$ cat src/rtl/sfc_pkg.sv
package sfc_pkg;
  localparam int ADDR_W   = 24;
  localparam int LEN_W    = 9;
  localparam int PAGE_MAX = 256;

  typedef enum logic [3:0] {
    CMD_NONE  = 4'd0,
    CMD_WREN  = 4'd1,
    CMD_WRDI  = 4'd2,
    CMD_RDID  = 4'd3,
    CMD_RDSR  = 4'd4,
    CMD_READ  = 4'd5,
    CMD_FREAD = 4'd6,
    CMD_PW    = 4'd7,
    CMD_PP    = 4'd8,
    CMD_PE    = 4'd9,
    CMD_SE    = 4'd10,
    CMD_DP    = 4'd11,
    CMD_RDP   = 4'd12
  } cmd_e;

  function automatic cmd_e op_decode(input logic [7:0] b);
    case (b)
      8'h06:   return CMD_WREN;
      8'h04:   return CMD_WRDI;
      8'h9F:   return CMD_RDID;
      8'h05:   return CMD_RDSR;
      8'h03:   return CMD_READ;
      8'h0B:   return CMD_FREAD;
      8'h0A:   return CMD_PW;
      8'h02:   return CMD_PP;
      8'hDB:   return CMD_PE;
      8'hD8:   return CMD_SE;
      8'hB9:   return CMD_DP;
      8'hAB:   return CMD_RDP;
      default: return CMD_NONE;
    endcase
  endfunction

  // bytes (opcode included) before the output phase starts
  function automatic logic [2:0] hdr_len(input cmd_e c);
    case (c)
      CMD_READ:  return 3'd4;
      CMD_FREAD: return 3'd5;
      default:   return 3'd1;
    endcase
  endfunction

  function automatic logic touches_array(input cmd_e c);
    return c inside {CMD_READ, CMD_FREAD, CMD_PW, CMD_PP, CMD_PE, CMD_SE};
  endfunction

  function automatic logic framed(input cmd_e c);
    return c inside {CMD_PW, CMD_PP, CMD_PE, CMD_SE, CMD_WREN, CMD_WRDI,
                     CMD_DP, CMD_RDP};
  endfunction

  function automatic logic [2:0] min_bytes(input cmd_e c);
    case (c)
      CMD_PW, CMD_PP: return 3'd5;
      CMD_PE, CMD_SE: return 3'd4;
      default:        return 3'd1;
    endcase
  endfunction

  function automatic logic streams_out(input cmd_e c);
    return c inside {CMD_READ, CMD_FREAD, CMD_RDSR, CMD_RDID};
  endfunction

  function automatic logic [ADDR_W-1:0] page_addr(input logic [ADDR_W-1:0] base,
                                                  input logic [7:0] off);
    return {base[ADDR_W-1:8], base[7:0] + off};
  endfunction

  function automatic logic [7:0] id_byte(input logic [23:0] id, input logic [1:0] idx);
    case (idx)
      2'd0:    return id[23:16];
      2'd1:    return id[15:8];
      2'd2:    return id[7:0];
      default: return 8'h00;
    endcase
  endfunction
endpackage

$ cat src/rtl/sfc_sync.sv
module sfc_sync #(
  parameter int         W   = 3,
  parameter int         N   = 2,
  parameter logic [W-1:0] RST = '0
) (
  input  logic         clk,
  input  logic         rst_n,
  input  logic [W-1:0] d,
  output logic [W-1:0] q,
  output logic [W-1:0] rise,
  output logic [W-1:0] fall
);
  logic [W-1:0] stg [N];
  logic [W-1:0] prev;

  always_ff @(posedge clk or negedge rst_n) begin
    if (!rst_n) stg[0] <= RST;
    else        stg[0] <= d;
  end

  for (genvar i = 1; i < N; i++) begin : g_stage
    always_ff @(posedge clk or negedge rst_n) begin
      if (!rst_n) stg[i] <= RST;
      else        stg[i] <= stg[i-1];
    end
  end

  always_ff @(posedge clk or negedge rst_n) begin
    if (!rst_n) prev <= RST;
    else        prev <= stg[N-1];
  end

  assign q    = stg[N-1];
  assign rise = q & ~prev;
  assign fall = ~q & prev;
endmodule

$ cat src/rtl/sfc_txsr.sv
module sfc_txsr (
  input  logic       clk,
  input  logic       rst_n,
  input  logic       clr,
  input  logic       ld,
  input  logic       sh,
  input  logic [7:0] din,
  output logic       bit_o
);
  logic [7:0] sr;

  always_ff @(posedge clk or negedge rst_n) begin
    if (!rst_n)   sr <= '0;
    else if (clr) sr <= '0;
    else if (ld)  sr <= din;
    else if (sh)  sr <= {sr[6:0], 1'b0};
  end

  assign bit_o = sr[7];
endmodule

$ cat src/rtl/sflash_cmd_front.sv
module sflash_cmd_front
  import sfc_pkg::*;
#(
  parameter int          SYNC_N  = 2,
  parameter logic [23:0] ID_CODE = 24'hA5_3C_11
) (
  input  logic              clk,
  input  logic              rst_n,
  input  logic              sck,
  input  logic              csn,
  input  logic              mosi,
  output logic              miso,
  output logic              miso_oe,
  input  logic              busy,
  input  logic [7:0]        stat_in,
  output logic              rd_req,
  output logic [ADDR_W-1:0] rd_addr,
  input  logic              rd_valid,
  input  logic [7:0]        rd_data,
  output logic              wr_valid,
  output logic [ADDR_W-1:0] wr_addr,
  output logic [7:0]        wr_data,
  output logic              cmd_stb,
  output logic [3:0]        cmd_op,
  output logic [ADDR_W-1:0] cmd_addr,
  output logic [LEN_W-1:0]  cmd_len
);
  localparam logic [LEN_W-1:0] LEN_SAT = LEN_W'(PAGE_MAX);
  localparam logic [2:0]       IDX_SAT = 3'd5;

  // synchronised pins: bit2 sck, bit1 csn, bit0 mosi
  logic [2:0] s_q, s_rise, s_fall;
  sfc_sync #(.W(3), .N(SYNC_N), .RST(3'b010)) u_sync (
    .clk(clk), .rst_n(rst_n), .d({sck, csn, mosi}),
    .q(s_q), .rise(s_rise), .fall(s_fall)
  );
  wire unused_ok = &{1'b0, s_q[2], s_rise[0], s_fall[0]};

  // named events
  logic csn_s, mosi_s, sck_rise, sck_fall, cs_rise, cs_fall;
  assign csn_s    = s_q[1];
  assign mosi_s   = s_q[0];
  assign sck_rise = s_rise[2] & ~csn_s;
  assign sck_fall = s_fall[2] & ~csn_s;
  assign cs_rise  = s_rise[1];
  assign cs_fall  = s_fall[1];

  // transaction state
  logic [6:0]        sr;
  logic [2:0]        bitc;
  logic [2:0]        bidx;
  cmd_e              op;
  logic              blk;
  logic [ADDR_W-1:0] addr;
  logic [7:0]        woff;
  logic [LEN_W-1:0]  dlen;
  logic              tx_act;
  logic [1:0]        out_idx;
  logic [7:0]        rd_buf;

  logic [7:0] byte_val;
  logic       byte_done;
  cmd_e       dec, cur;
  logic       blk_now;
  logic       frame_ok;
  logic       tx_ld, tx_sh;
  logic [7:0] tx_src;
  logic [ADDR_W-1:0] addr_next;

  assign byte_val  = {sr, mosi_s};
  assign byte_done = sck_rise && (bitc == 3'd7);
  assign dec       = op_decode(byte_val);
  assign cur       = (bidx == 3'd0) ? dec : op;
  assign blk_now   = (bidx == 3'd0) ? (busy && touches_array(dec)) : blk;
  assign addr_next = {addr[15:0], byte_val};
  assign frame_ok  = framed(op) && !blk && (bitc == 3'd0) && (bidx >= min_bytes(op));
  assign tx_ld     = sck_fall && tx_act && (bitc == 3'd0);
  assign tx_sh     = sck_fall && tx_act && (bitc != 3'd0);

  always_comb begin
    case (op)
      CMD_RDSR: tx_src = stat_in;
      CMD_RDID: tx_src = id_byte(ID_CODE, out_idx);
      default:  tx_src = rd_buf;
    endcase
  end

  always_ff @(posedge clk or negedge rst_n) begin
    if (!rst_n) begin
      sr <= '0; bitc <= '0; bidx <= '0; op <= CMD_NONE; blk <= 1'b0;
      addr <= '0; woff <= '0; dlen <= '0; tx_act <= 1'b0; out_idx <= '0;
      rd_buf <= '0; rd_req <= 1'b0; rd_addr <= '0;
      wr_valid <= 1'b0; wr_addr <= '0; wr_data <= '0;
      cmd_stb <= 1'b0; cmd_op <= '0; cmd_addr <= '0; cmd_len <= '0;
    end else begin
      cmd_stb  <= 1'b0;
      rd_req   <= 1'b0;
      wr_valid <= 1'b0;
      if (rd_valid) rd_buf <= rd_data;

      if (cs_fall) begin
        sr <= '0; bitc <= '0; bidx <= '0; op <= CMD_NONE; blk <= 1'b0;
        addr <= '0; woff <= '0; dlen <= '0; tx_act <= 1'b0; out_idx <= '0;
      end else if (cs_rise) begin
        cmd_stb <= frame_ok;
        if (frame_ok) begin
          cmd_op   <= op;
          cmd_addr <= addr;
          cmd_len  <= dlen;
        end
        tx_act <= 1'b0;
        op     <= CMD_NONE;
        blk    <= 1'b0;
      end else begin
        if (sck_rise) begin
          sr   <= byte_val[6:0];
          bitc <= bitc + 3'd1;
        end

        if (byte_done) begin
          if (bidx == 3'd0) begin
            op  <= dec;
            blk <= blk_now;
          end
          if (bidx >= 3'd1 && bidx <= 3'd3) addr <= addr_next;

          if (streams_out(cur) && !blk_now && (bidx + 3'd1 == hdr_len(cur))) begin
            tx_act <= 1'b1;
            if (cur == CMD_READ || cur == CMD_FREAD) begin
              rd_req  <= 1'b1;
              rd_addr <= (bidx == 3'd3) ? addr_next : addr;
            end
          end

          if ((cur == CMD_PW || cur == CMD_PP) && !blk_now && bidx >= 3'd4) begin
            wr_valid <= 1'b1;
            wr_addr  <= page_addr(addr, woff);
            wr_data  <= byte_val;
            woff     <= woff + 8'd1;
            if (dlen != LEN_SAT) dlen <= dlen + 1'b1;
          end

          if (bidx != IDX_SAT) bidx <= bidx + 3'd1;
        end

        if (tx_ld) begin
          if (out_idx != 2'd3) out_idx <= out_idx + 2'd1;
          if (op == CMD_READ || op == CMD_FREAD) begin
            rd_req  <= 1'b1;
            rd_addr <= rd_addr + 1'b1;
          end
        end
      end
    end
  end

  sfc_txsr u_tx (
    .clk(clk), .rst_n(rst_n), .clr(cs_fall), .ld(tx_ld), .sh(tx_sh),
    .din(tx_src), .bit_o(miso)
  );

  assign miso_oe = tx_act;
endmodule

$ cat config.mk
export PLATFORM = sky130hd
export DESIGN_NAME = sflash_cmd_front
export DESIGN_NICKNAME = d
export VERILOG_FILES = /design/src/rtl/sfc_pkg.sv /design/src/rtl/sfc_sync.sv /design/src/rtl/sfc_txsr.sv /design/src/rtl/sflash_cmd_front.sv
export SDC_FILE = /design/constraint.sdc
export NUM_CORES = 1
export LEC_CHECK = 0
export BUFFER_PORTS_ARGS = -buffer_cell sky130_fd_sc_hd__buf_4
export CAP_MARGIN = 20
export CORE_MARGIN = 8
export CORE_UTILIZATION = 63
export DETAILED_ROUTE_END_ITERATION = 6
export PLACE_DENSITY = 0.95
export SLEW_MARGIN = 5
export SYNTH_ARGS = -nofsm -noshare
export SYNTH_HDL_FRONTEND = slang
export SYNTH_SLANG_ARGS = --single-unit
$ cat constraint.sdc
create_clock -name clk -period 6 [get_ports clk]
set_input_delay 1.2 -clock clk [delete_from_list [all_inputs] [get_ports clk]]
set_output_delay 1.2 -clock clk [all_outputs]
set_load 0.02 [all_outputs]
==> results of run 1 <==
-- kinds of logic (layout without fill, tap and decap cells) --
kind of cell / after synthesis / in the layout
AO/OA/AOI/OAI: 187 / 187
XOR/XNOR: 9 / 9
adder cells (fa/ha/maj): 27 / 27
buffers and inverters: 77 / 184
flip-flops: 182 / 182
multiplexers: 97 / 97
AND/OR/NAND/NOR: 327 / 327
-- registers in the layout, summed over array words and instances (netlist names), 2 cells and up --
| name | flops |
|---|---|
| bidx | 3 |
| u_sync.q | 3 |
| woff | 8 |
| u_sync.prev | 2 |
| cmd_addr | 24 |
| rd_buf | 8 |
| sr | 7 |
| dlen | 9 |
| cmd_len | 9 |
| u_sync.stg | 3 |
| u_tx.sr | 8 |
| bitc | 3 |
| addr | 24 |
| wr_data | 8 |
| rd_addr | 24 |
| out_idx | 2 |
| wr_addr | 24 |
| cmd_op | 4 |
| op | 4 |
-- power groups by stage --
stage	registers, mW	clock network, mW	logic, mW
final	1.35	1.16	0.259
after global routing	1.35	1.23	0.288
after CTS	1.34	1.17	0.255
after detailed placement	1.37	0	0.250
after global placement	1.36	0	0.242
after floorplan	1.32	0	0.191
-- layout make-up --
type / instances / area (um2)
Timing Repair Buffer: 129 / 972
Multi-Input combinational cell: 647 / 4520
Fill cell: 931 / 3570
Inverter: 23 / 86.3
Clock inverter: 14 / 176
Tap cell: 184 / 230
Sequential cell: 182 / 4560
Clock buffer: 18 / 429
-- cells in the final DEF (no fill, tap or decap), types with 4 or more instances in the layout --
cell and n:
nand2b_1 7, nor2_1 62, nand4_1 7, a211oi_1 12, nand2_1 111, nor3b_1 6, a32o_1 4, mux2_2 72
buf_4 128, mux2i_1 25, inv_1 23, nand3_1 20, a21o_1 8, nand3b_1 4, nor4bb_1 4, o211ai_1 9
a211o_1 4, or2_2 4, and3_1 16, a32oi_1 4, o311ai_0 8, nand4b_1 4, ha_1 26, inv_6 7
nor4_1 8, a21oi_1 23, clkbuf_16 17, o21ai_0 53, a211oi_2 10, nor2b_1 8, nor3_1 32, and2_1 15
dfrtp_1 179, a22o_1 14, xor2_1 7, a221o_1 6
-- per-stage QoR --
step	area (um2)	utilization (%)	instances	hold slack, ns	worst slack, ns
6_report	11000	75.5	1197	0.354	1.79
5_1_grt	11000	75.5	1197	0.367	1.53
4_1_cts	11000	75.4	1196	0.358	1.92
3_5_place_dp	10400	71.2	1164	0.340	1.97
3_3_place_gp	10400	71.2	1164	0.334	2.05
2_1_floorplan	9380	-	906	0.331	2.74
-- worst max path at each step --
stage                     slack, ns  depth (start not counted)          end
after CTS                      1.92                          9  wr_addr[10]
after global routing           1.53                          9   wr_data[3]
after floorplan                2.74                         10   rd_addr[3]
after detailed placement       1.97                          9   wr_data[7]
after global placement         2.05                          9  wr_addr[21]
final                          1.79                          9  wr_addr[10]
-- routing by layer --
| layer | vias up | routed length (um) | track usage, % | share of wire, % |
|---|---|---|---|---|
| met5 | - | 0 | 0 | 0 |
| met4 | 0 | 598 | 10.8 | 2.4 |
| met3 | 49 | 2200 | 7.25 | 8.8 |
| met2 | 431 | 12100 | 41.7 | 48 |
| met1 | 3949 | 10000 | 35.7 | 40 |
| li1 | 3481 | - | - | - |
==> reports/qor.yml, run 1 <==
ant_nets: 0
synth.distinct_cells: 76
critPathMaxStageDelay_ns: 0.74
die-area_mm2: 0.0190
intPower_mw: 2.00
hpwlAfterDp_um: 16600
nets: 1050
clk_pin_slew_ns: 0.07
synthAdderAreaFrac_pct: 3.68
async_flop_share_pct: 100
required_ns: 6.32
hold_depth: 0
synthCells: 906
end_kind: "flop"
synth_top_family_by_area: "simple AND/OR/NAND/NOR gates"
numCtsBuffers: 17
min_path_type: "reg -> reg"
drv_cap: 0
grt_usage_pct: 27.0
yosysTopAreaCellShare_pct: 47.8
cp-startpoint: "bidx[0]"
routed_wirelength_um: 24900
clock_skew_ns: 0.0115
yosys-top-cells-area: "dfrtp_1, mux2_2, nand2_1"
period_minus_slack_ns: 4.21
grt_max_degree: 93
cp_data_arrival_time_ns: 4.53
slowest_stage: "nand3_2"
rsz0062_at_grt: "no"
r2r_slack_ns: 1.79
drc: 0
vias: 7910
cts_hold_buffers: 0
crit_path_cell_trace: "inv_1 -> ha_1 -> nor2b_1 -> nor2_1 -> a31oi_1 -> nor3b_1 -> a32o_1 -> nand3_2 -> mux2_2"
insertion_delay_ns: 0.44
cts_buffer_depth: 2
die_h_um: 138
cp_top_family: "simple AND/OR/NAND/NOR gates"
cts_setup_buffers: 0
synth_top_area_cell: "dfrtp_1"
cts_tree: "built"
ys_seq_area_share_pct: 48.6
portBuffers: 120
ys_warn_count: 0
max_slew_margin_pct: 30.2
synth_commonest_cells: "dfrtp_1, nand2_1, mux2_2"
grt_pass1_vias: 7784
timing.rr.start: "bidx[0]"
hold_viol: 0
cts_resized: 0
period_share_pct: 70.1
cp-start-kind: "flop"
synth-simple-area-share_pct: 17.5
vdd_ir_drop_max_v: 0.000221
clock_power_share_pct: 42.0
power.switching_uw: 771
min_from: "u_sync.stg[5]"
crit_type: "reg -> reg"
maxClockFrequency_mhz: 238
grt_pass1_wl_um: 40300
syn_to_final_growth_pct: 17.0
antenna_found_initial: 0
row_count: 44
netlist_area_mm2: 0.00938
via_per_inst: 6.61
routabilityCongestion: 0.954
crit_fanout: 38
core_area_mm2: 0.0145
htreeDepth: 4
muxShareOfSynthArea_pct: 11.3
avgSynthCellArea_um2: 10.3
synth_seq_cells: 182
p_total_mw: 2.77
regToRegEndpoint: "wr_addr[10]"
first_pass_iters: 6
finalSetupTns_ns: 0
clock_sinks: 182
rr_worst_depth: 9
ioPinCount: 121
drive_above_1_share_pct: 25.5
n_antenna_cell: 0
combPwrFrac_pct: 9.4
synth-edff-count: 0
yosysMostFrequentCell: "dfrtp_1"
slew_violations: 0
worstMarginPinSlew_ns: 1.05
drtIter0Drc: 1009
swShare_pct: 27.9
whs_endpoint: "u_sync.q[2]"
cts_root_buffer: "clkbuf_16"
status: "completed"
initial_utilization_pct: 64.5
path_buf_inv: 1
p_leak_nw: 5.20
synth_xor_area_share_pct: 0.841
synth_fp_nets: 956
synth_flop_cell: "dfrtp_1"
synth_compound_area_share_pct: 14.7
p_per_area_mw_per_mm2: 252
die_w_um: 138
overflow: 0
wl_per_cell_um: 20.8
setup-violations-final: 0
p_seq_share_pct: 48.7
Power figures use the tool's default switching activity.
==> run 2: changes to the inputs <==
Settings changed: ABC_AREA from default to 1, CORE_UTILIZATION 63 to 59, PLACE_DENSITY 0.95 to 0.93.
Clock period 6 ns to 4.3 ns, I/O delays scaled along.
==> reports/qor.yml, run 2 <==
worstMarginPinSlew_ns: 1.14
rr_worst_depth: 14
crit_top_cell: "nand2_1"
clock_skew_ns: 0.0110
vias: 9249
timing.rr.start: "bidx[1]"
status: "completed"
routedLengthMet1_um: 10500
hold_viol: 0
cts_setup_buffers: 0
yosysTopAreaCellShare_pct: 45.6
insertion_delay_ns: 0.45
maxClockFrequency_mhz: 327
critPathMaxStageDelay_ns: 0.49
p_per_area_mw_per_mm2: 518
ant_nets: 0
die_h_um: 145
cts_root_buffer: "clkbuf_16"
placed_cells: 1606
min_from: "u_sync.stg[3]"
ys_seq_area_share_pct: 46.4
layout_commonest_cell: "nand2_1"
cp-startpoint: "bidx[1]"
dr_wl_met3_um: 1920
whs_endpoint: "u_sync.q[0]"
synth_commonest_cells: "nand2_1, dfrtp_1, o21ai_0"
routed_wirelength_um: 26200
antenna_found_initial: 0
nets: 1456
die-area_mm2: 0.0210
p_leak_nw: 5.87
drc: 0
grt_pass1_wl_um: 43700
max_slew_margin_pct: 23.7
cts_tree: "built"
dr_wl_met2_um: 12800
numCtsBuffers: 17
portBuffers: 120
routabilityCongestion: 0.963
final_core_util_pct: 70.4
initial_utilization_pct: 59.8
yosysMostFrequentCell: "nand2_1"
synth_flop_cell: "dfrtp_1"
highest_layer: "met4"
clk_pin_slew_ns: 0.08
htreeDepth: 4
drv_cap: 0
hold_depth: 0
die_w_um: 145
yosys-top-cells-area: "dfrtp_1, nand2_1, o21ai_0"
first_pass_iters: 6
r2r_slack_ns: 1.24
core_area_mm2: 0.0164
drive_above_1_share_pct: 15.1
setup-violations-final: 0
via_per_inst: 5.64
cts_buffer_depth: 2
min_path_type: "reg -> reg"
grt_pass1_vias: 8945
async_flop_share_pct: 100
crit_fanout: 17
finalSetupTns_ns: 0
drtIter0Drc: 937
vdd_ir_drop_max_v: 0.000346
cts_resized: 0
crit_type: "reg -> reg"
cts_hold_buffers: 0
n_antenna_cell: 0
period_minus_slack_ns: 3.06
required_ns: 4.64
final_cells: 1639
overflow: 0
avgSynthCellArea_um2: 7.54
slowest_stage: "a21oi_2"
ys_warn_count: 0
layout_setup_ws_ns: 1.24
ioPinCount: 121
wl_per_cell_um: 16.0
grt_usage_pct: 25.1
cp_data_arrival_time_ns: 3.39
synthCells: 1301
syn_to_final_growth_pct: 17.7
p_total_mw: 5.98
synth_fp_nets: 1351
synth_seq_cells: 182
layout_common_cells: "nand2_1, dfrtp_1, o21ai_0, inv_1, buf_4"
rsz0062_at_grt: "no"
cp-start-kind: "flop"
period_share_pct: 71.1
netlist_area_mm2: 0.00982
regToRegEndpoint: "dlen[7]"
grt_max_degree: 89
hpwlAfterDp_um: 18500
fillers: 1225
synth-edff-count: 0
slew_violations: 0
row_count: 47
detailedPlace.worstSlack_ns: 1.28
crit_path_cell_trace: "inv_1 -> ha_1 -> nand2_1 -> inv_2 -> nand2_1 -> nand2_2 -> nor2_8 -> nand2_1 -> o21ai_1 -> nand2_1 -> a21oi_2 -> nand2_2 -> nand2_1 -> o21ai_2"
synth_top_area_cell: "dfrtp_1"
synth.distinct_cells: 46
end_kind: "flop"
clock_sinks: 182
[run 2: worst max-delay path, delay by kind of cell, from the launching register on]
kind	cells	cell delay [ns]
compound gates	3	0.67
fa+ha+maj	1	0.19
buf+inv	2	0.26
simple gates	8	1.35
flops	1	0.46
[run 2: metrics by stage]
| stage | cell area (um2) | hold WS (ns) |
|---|---|---|
| 2_1_floorplan | 9820 | 0.331 |
| 3_3_place_gp | 10900 | 0.334 |
| 3_5_place_dp | 10900 | 0.335 |
| 4_1_cts | 11500 | 0.353 |
| 5_1_grt | 11500 | 0.357 |
| 6_report | 11500 | 0.352 |
[run 2: cell families after synthesis]
family / synth area share (%)
buf+inv: 7.92
xor+xnor: 1.96
fa+ha+maj: 3.52
flops: 46.4
mux: 0.115
simple gates: 26.6
compound gates: 13.4
[run 2: worst max path at each step]
stage	endpoint	cells past startpoint
5_1_grt	dlen[7]	14
3_5_place_dp	dlen[7]	14
2_1_floorplan	rd_addr[22]	14
6_report	dlen[7]	14
3_3_place_gp	wr_addr[16]	13
4_1_cts	dlen[7]	14
[run 2: area by class of cell]
cell class                 count  area [um2]  share of cell area [%]
tap                          220         275                    2.38
inverter                     153         574                    4.97
clock buffer                  18         439                    3.80
clock inverter                14         204                    1.77
sequential                   182        4560                    39.5
multi-input combinational    921        4490                    38.9
timing repair buffer         131        1010                    8.72
[run 2: routing by layer]
layer,global-route usage (%),vias up
met5,0,-
met2,42.0,452
li1,-,4389
met4,12.4,0
met1,30.2,4320
met3,5.35,88
[run 2: where the power goes]
group / leakage (nW) / internal [mW] / switching (mW) / total (mW)
sequential: 2.46 / 1.98 / 0.303 / 2.29
clock: 0.313 / 0.916 / 0.779 / 1.69
combinational: 3.10 / 0.676 / 1.33 / 2.00
